### config.mk
export PLATFORM = sky130hd
export DESIGN_NAME = ipc_doorbell
export DESIGN_NICKNAME = d
export VERILOG_FILES = /design/src/rtl/ipc_doorbell.sv
export SDC_FILE = /design/constraint.sdc
export NUM_CORES = 1
export LEC_CHECK = 0
export ABC_CLOCK_PERIOD_IN_PS = 4370
export BUFFER_PORTS_ARGS = -buffer_cell sky130_fd_sc_hd__buf_2
export CORE_ASPECT_RATIO = 0.75
export CORE_MARGIN = 2
export CORE_UTILIZATION = 30
export DETAILED_ROUTE_END_ITERATION = 8
export PLACE_DENSITY = 0.54
export SLEW_MARGIN = 15
export SYNTH_ARGS = -nofsm -noshare
export SYNTH_HDL_FRONTEND = slang
export SYNTH_SLANG_ARGS = --single-unit
### constraint.sdc
create_clock -name clk -period 4.37 [get_ports clk]
set_input_delay 1.311 -clock clk [delete_from_list [all_inputs] [get_ports clk]]
set_output_delay 1.311 -clock clk [all_outputs]
set_load 0.005 [all_outputs]
### src/rtl/ipc_doorbell.sv
module ipc_doorbell #(
  parameter int NUM_SLOTS = 20,
  parameter logic [NUM_SLOTS-1:0] POP_MASK = 'h0F0303,
  parameter int ADDR_W = 12,
  parameter int SET_BASE = 'h000,
  parameter int CLR_BASE = 'h100
) (
  input  logic                 clk,
  input  logic                 rst,
  input  logic                 bus_req,
  input  logic                 bus_we,
  input  logic [ADDR_W-1:0]    bus_addr,
  input  logic [31:0]          bus_wdata,
  output logic [31:0]          bus_rdata,
  output logic                 bus_ready,
  input  logic                 lock_en,
  output logic [NUM_SLOTS-1:0] irq_out
);

  localparam logic [31:0] LIVE_BITS = 32'hFFFF_FFF1;

  logic [NUM_SLOTS-1:0]       set_hit, clr_hit;
  logic [NUM_SLOTS-1:0][31:0] slot_q;
  logic [31:0]                rd_word;
  logic [31:0]                wmask;
  logic                       unused_lock;

  assign unused_lock = lock_en;
  assign wmask       = bus_wdata & LIVE_BITS;

  for (genvar i = 0; i < NUM_SLOTS; i++) begin : g_slot
    assign set_hit[i] = bus_req && (bus_addr == ADDR_W'(SET_BASE + 4 * i));
    assign clr_hit[i] = bus_req && (bus_addr == ADDR_W'(CLR_BASE + 4 * i));

    if (POP_MASK[i]) begin : g_on
      logic [31:0] q;
      always_ff @(posedge clk) begin
        if (rst)
          q <= '0;
        else if (bus_we && set_hit[i])
          q <= q | wmask;
        else if (bus_we && clr_hit[i])
          q <= q & ~wmask;
      end
      assign slot_q[i] = q;
    end else begin : g_off
      assign slot_q[i] = '0;
    end

    assign irq_out[i] = slot_q[i][0];
  end

  always_comb begin
    rd_word = '0;
    for (int i = 0; i < NUM_SLOTS; i++)
      if (set_hit[i] || clr_hit[i])
        rd_word = slot_q[i];
  end

  always_ff @(posedge clk) begin
    if (rst) begin
      bus_ready <= 1'b0;
      bus_rdata <= '0;
    end else begin
      bus_ready <= bus_req;
      bus_rdata <= (bus_req && !bus_we) ? rd_word : '0;
    end
  end

endmodule


## Word-level counts from Yosys, hierarchy flattened

Cells that the tools add are included.
W data, S select, Z words.

- Register bits: 289
- Input port bits: 49
- Output and inout bits: 53
- Logic and storage cells: 191

- Equal/unequal tests: 39
- Muxes and demuxes: 36
- Bitwise operators: 18
- Reductions and logical operators: 88

Operator list:

| kind | number |
|---|---|
| $mux W32 | 36 |
| $and A32 B32 Y32 | 8 |
| $or A32 B32 Y32 | 8 |
| $eq A12 B9 Y1 const B | 20 |
| $eq A12 B6 Y1 const B | 8 |
| $logic_and A1 B1 Y1 | 57 |
| $eq A12 B5 Y1 const B | 4 |
| $eq A12 B7 Y1 const B | 4 |
| $not A32 Y32 | 1 |
| $eq A12 B4 Y1 const B | 2 |
| $logic_or A1 B1 Y1 | 20 |
| $reduce_bool A2 Y1 | 8 |
| $eq A12 B3 Y1 const B | 1 |
| $logic_not A12 Y1 | 1 |
| $reduce_or A2 Y1 | 1 |
| $logic_not A1 Y1 | 1 |
| $not A1 Y1 | 1 |

## Depth between registers and ports, before layout

- Depth after elaboration: 23
- Mapped depth: 8
- Mapped depth without buffers: 4

## Worst setup path after synthesis

No wires, ideal clock.

- Path kind: input to register
- From: input port bus_addr[3]
- To: register bus_rdata[10]
- Library setup time: 0.131 ns
- Arrival: 3.059 ns
- Required time: 4.239 ns
- Path slack: 1.179 ns
- Stages: 8
- Path buffers: 4
- Cells stage by stage: clkbuf_1 or4b_1 buf_2 or3_1 buf_2 clkbuf_1 o221ai_1 a21oi_1

- Word-level cells in the longest chain between the ends: 23
- Elaborated cells on any way between the ends: 120
- Those cells by class: eq/ne (39); mux (20); reduce/logical (61)

Ends and longest elaborated chain:

| element | RTL line | RTL |
|---|---|---|
| start: declaration | 12 | `input logic [ADDR_W-1:0] bus_addr,` |
| $eq A12 B9 Y1 or $logic_not A12 Y1 (tied branches) | 33, 32 |  |
| $logic_and A1 B1 Y1 (on tied branches) | 33, 32 |  |
| $logic_or A1 B1 Y1 | 56 | `if (set_hit[i] \|\| clr_hit[i])` |
| $mux W32 (19 in a row) | 56 |  |
| $mux W32 (*) | 56 |  |
| end signal: assignment | 66 | `bus_rdata <= (bus_req && !bus_we) ? rd_word : '0;` |
| end: declaration | 14 | `output logic [31:0] bus_rdata,` |

Every way passes the cells marked *; elsewhere a longest branch is shown, timed or not.
A chain may end at the register's enable or synchronous reset.

==> impl_metrics.ini <==
[clock_network]
cts_resized = 0
cts_buffer_depth = 3
cts-root-buf = clkbuf_16
clk_latency_ns = 0.54
ctsHoldBuffers = 0
cts_made_buffers = 29
cts_tree = done
path_clk_slew_ns = 0.06
clkSinkCount = 262
h-tree-depth = 1
postCtsSetupBuffers = 0

[sta]
slew_headroom_pct = 41.29
rsz0062_at_grt = false
hold_viol_final = 0
period_minus_slack_ns = 3.234
worst_pin_slew_ns = 0.8806
worst_hold_slack_ns = 0.5078
fin_crit_sh_pct = 74.01
drv_slew = 0
setup_tns_ns = 0
finalSetupViolations = 0
fmax_ghz = 0.3092
clock_skew_ns = 0.007203

[logic_synthesis]
synthDistinctLibCells = 43
synthCells = 1231
async_flop_share_pct = 0
yosysSeqAreaShare_pct = 44.01
syn_area_um2 = 11920
avgSynthCellArea_um2 = 9.681
synth_edf_count = 0
synth-seq-cells = 262
ys_warn_count = 0
ys.flop_type = dfxtp_1

[critical_path]
cp-start-kind = input pin
r2r_cells = 4
r2r_slack_ns = 3.16
cp_num_buf_inv = 2
crit_type = in2reg
worstSetupEndpointType = register
rr_endpoint = bus_rdata[30]
cp_cell_sequence = buf_2 > or4b_1 > or3_1 > nor3_4 > buf_4 > a311oi_1
max_stage_delay_ns = 0.78
critical-path-slowest-cell = or4b_1
crit_family = simple AND/OR/NAND/NOR gates
cp_data_required_time_ns = 4.74
cp_max_fo = 20
worst_ep_arrival_time_ns = 3.61

[pwr]
worst_ir_drop_vdd_v = 0.0001770
p_sw_share_pct = 24.15
p_per_area_nw_per_um2 = 366.4
clockPowerShare_pct = 44.6
seq_power_share_pct = 49.1
power.internal_mw = 3.689
p_leak_nw = 4.145
total_power_mw = 4.863
combinationalPowerShare_pct = 6.2
p_sw_mw = 1.174

[drt]
ant_nets = 0
wl_per_cell_um = 22.30
drc = 0
drtIter0Drc = 1007
vias = 10190
wirelength_mm = 38.06
drt_first_pass_iters = 6
via_per_inst = 5.967

[floorplanning]
core_um2 = 39330
die_area_um2 = 41350
ios = 102
rows = 63
start_util_pct = 30.30
die_h_um = 176.6
dieWidth_um = 234.1

[job]
max_cap_viol_count = 0

[layout]
final_util_pct = 33.74
fin_cells = 1707
antenna_cells = 0
register_area_um2 = 5245
drive_gt1_share_pct = 20.13
fill_cells = 3990
synthToLayoutAreaGrowth_pct = 11.36
final_net_count = 1224
multi_input_area_um2 = 5733

[grt]
antenna_found_initial = 2
track_usage_pct = 17.85
grt_pass1_wl_mm = 58.55
gr-total-overflow = 0
grt_pass1_vias = 9438
grt_max_degree = 165

[hold_path]
hold_path_depth = 2
hp-class = reg2reg

[placement]
dp.cells = 1664
port_buffers = 82
place_congestion = 0.7736
place.detailed.hpwl_mm = 22.17

[status]
status = finished clean
## worst max path at each step
stage                startpoint            end  cells after the start
floorplan           bus_addr[3]  bus_rdata[10]                      8
global placement    bus_addr[4]       register                      6
detailed placement  bus_addr[4]       register                      6
CTS                 bus_addr[4]       register                      6
global route        bus_addr[2]       register                      6
finish              bus_addr[4]       register                      6
## worst reg2reg max path, cell delays in order (launching register included)
cell,delay [ns]
dfxtp_1,0.33
mux2i_1,0.08
a2bb2oi_1,0.28
nand4_1,0.13
a221oi_1,0.29
## cell families after synthesis
| group | synth area share (%) |
|---|---|
| other | 0.03147 |
| DFF | 44.01 |
| muxes | 7.916 |
| AOI/OAI and AO/OA | 35.94 |
| buffers and inverters | 8.924 |
| and+or+nand+nor | 3.181 |
## stage by stage
stage          setup slack, ns  instance area [µm²]
6_report                 1.136                13270
3_3_place_gp            0.6068                12470
4_1_cts                  1.143                13270
3_5_place_dp            0.5676                12470
2_1_floorplan            1.179                11970
5_1_grt                  1.045                13270
## per-layer routing
layer	global-route usage [%]	part of all wire, %
met5	0	0.034
met4	4.061	2.1
met3	2.851	5.7
met2	28.58	46
met1	25.14	46
## cell usage in the layout, fill, tap and decap left out, types with 7 or more instances in the layout
| cell | n |
|---|---|
| o21ai_0 | 22 |
| buf_4 | 44 |
| clkbuf_16 | 29 |
| dfxtp_1 | 262 |
| conb_1 | 15 |
| a21oi_1 | 202 |
| mux2i_1 | 29 |
| clkbuf_1 | 8 |
| o311ai_0 | 17 |
| a311oi_1 | 233 |
| a31oi_1 | 58 |
| o21ai_1 | 7 |
| buf_2 | 79 |
| a2bb2oi_1 | 29 |
| mux2_2 | 58 |
| o221ai_1 | 28 |
## synth_stat cells (2+ instances only)
cell	number	area share [%]
nor3_2	2	0.17
inv_1	2	0.063
mux2i_1	29	2.4
buf_4	28	1.8
nor2_1	2	0.063
or4b_1	2	0.17
buf_6	2	0.19
nor4_2	5	0.52
o21ai_0	22	0.92
or4_1	2	0.13
nand4b_1	6	0.44
mux2_2	58	5.5
o311ai_1	6	0.44
o221ai_1	28	2.1
or3_1	3	0.16
nor3_1	2	0.084
buf_2	55	2.3
a31oi_1	58	3.0
a2bb2oi_1	29	2.1
a21oi_1	202	8.5
o311ai_0	17	1.2
nand4_1	6	0.31
nor4b_2	3	0.38
a311oi_1	233	17
dfxtp_1	262	44
o21ai_1	7	0.29
clkbuf_1	144	4.5
## power by group through the flow
stage               logic (mW)  registers, mW  clock network [mW]
floorplan                0.215           2.44                   0
global placement         0.298           2.44                   0
detailed placement       0.297           2.44                   0
CTS                      0.298           2.39                2.22
global route             0.321           2.39                2.30
finish                   0.303           2.39                2.17
## cell type report
| type | count | area share, % |
|---|---|---|
| inverters | 3 | 0.08485 |
| flip-flops and latches | 262 | 39.52 |
| clock inverters | 4 | 0.1508 |
| multi-input cells | 750 | 43.20 |
| well taps | 520 | 4.902 |
| repair buffers | 129 | 6.241 |
| clock buffers | 39 | 5.902 |
No activity file was read; power rests on OpenSTA's default activity.
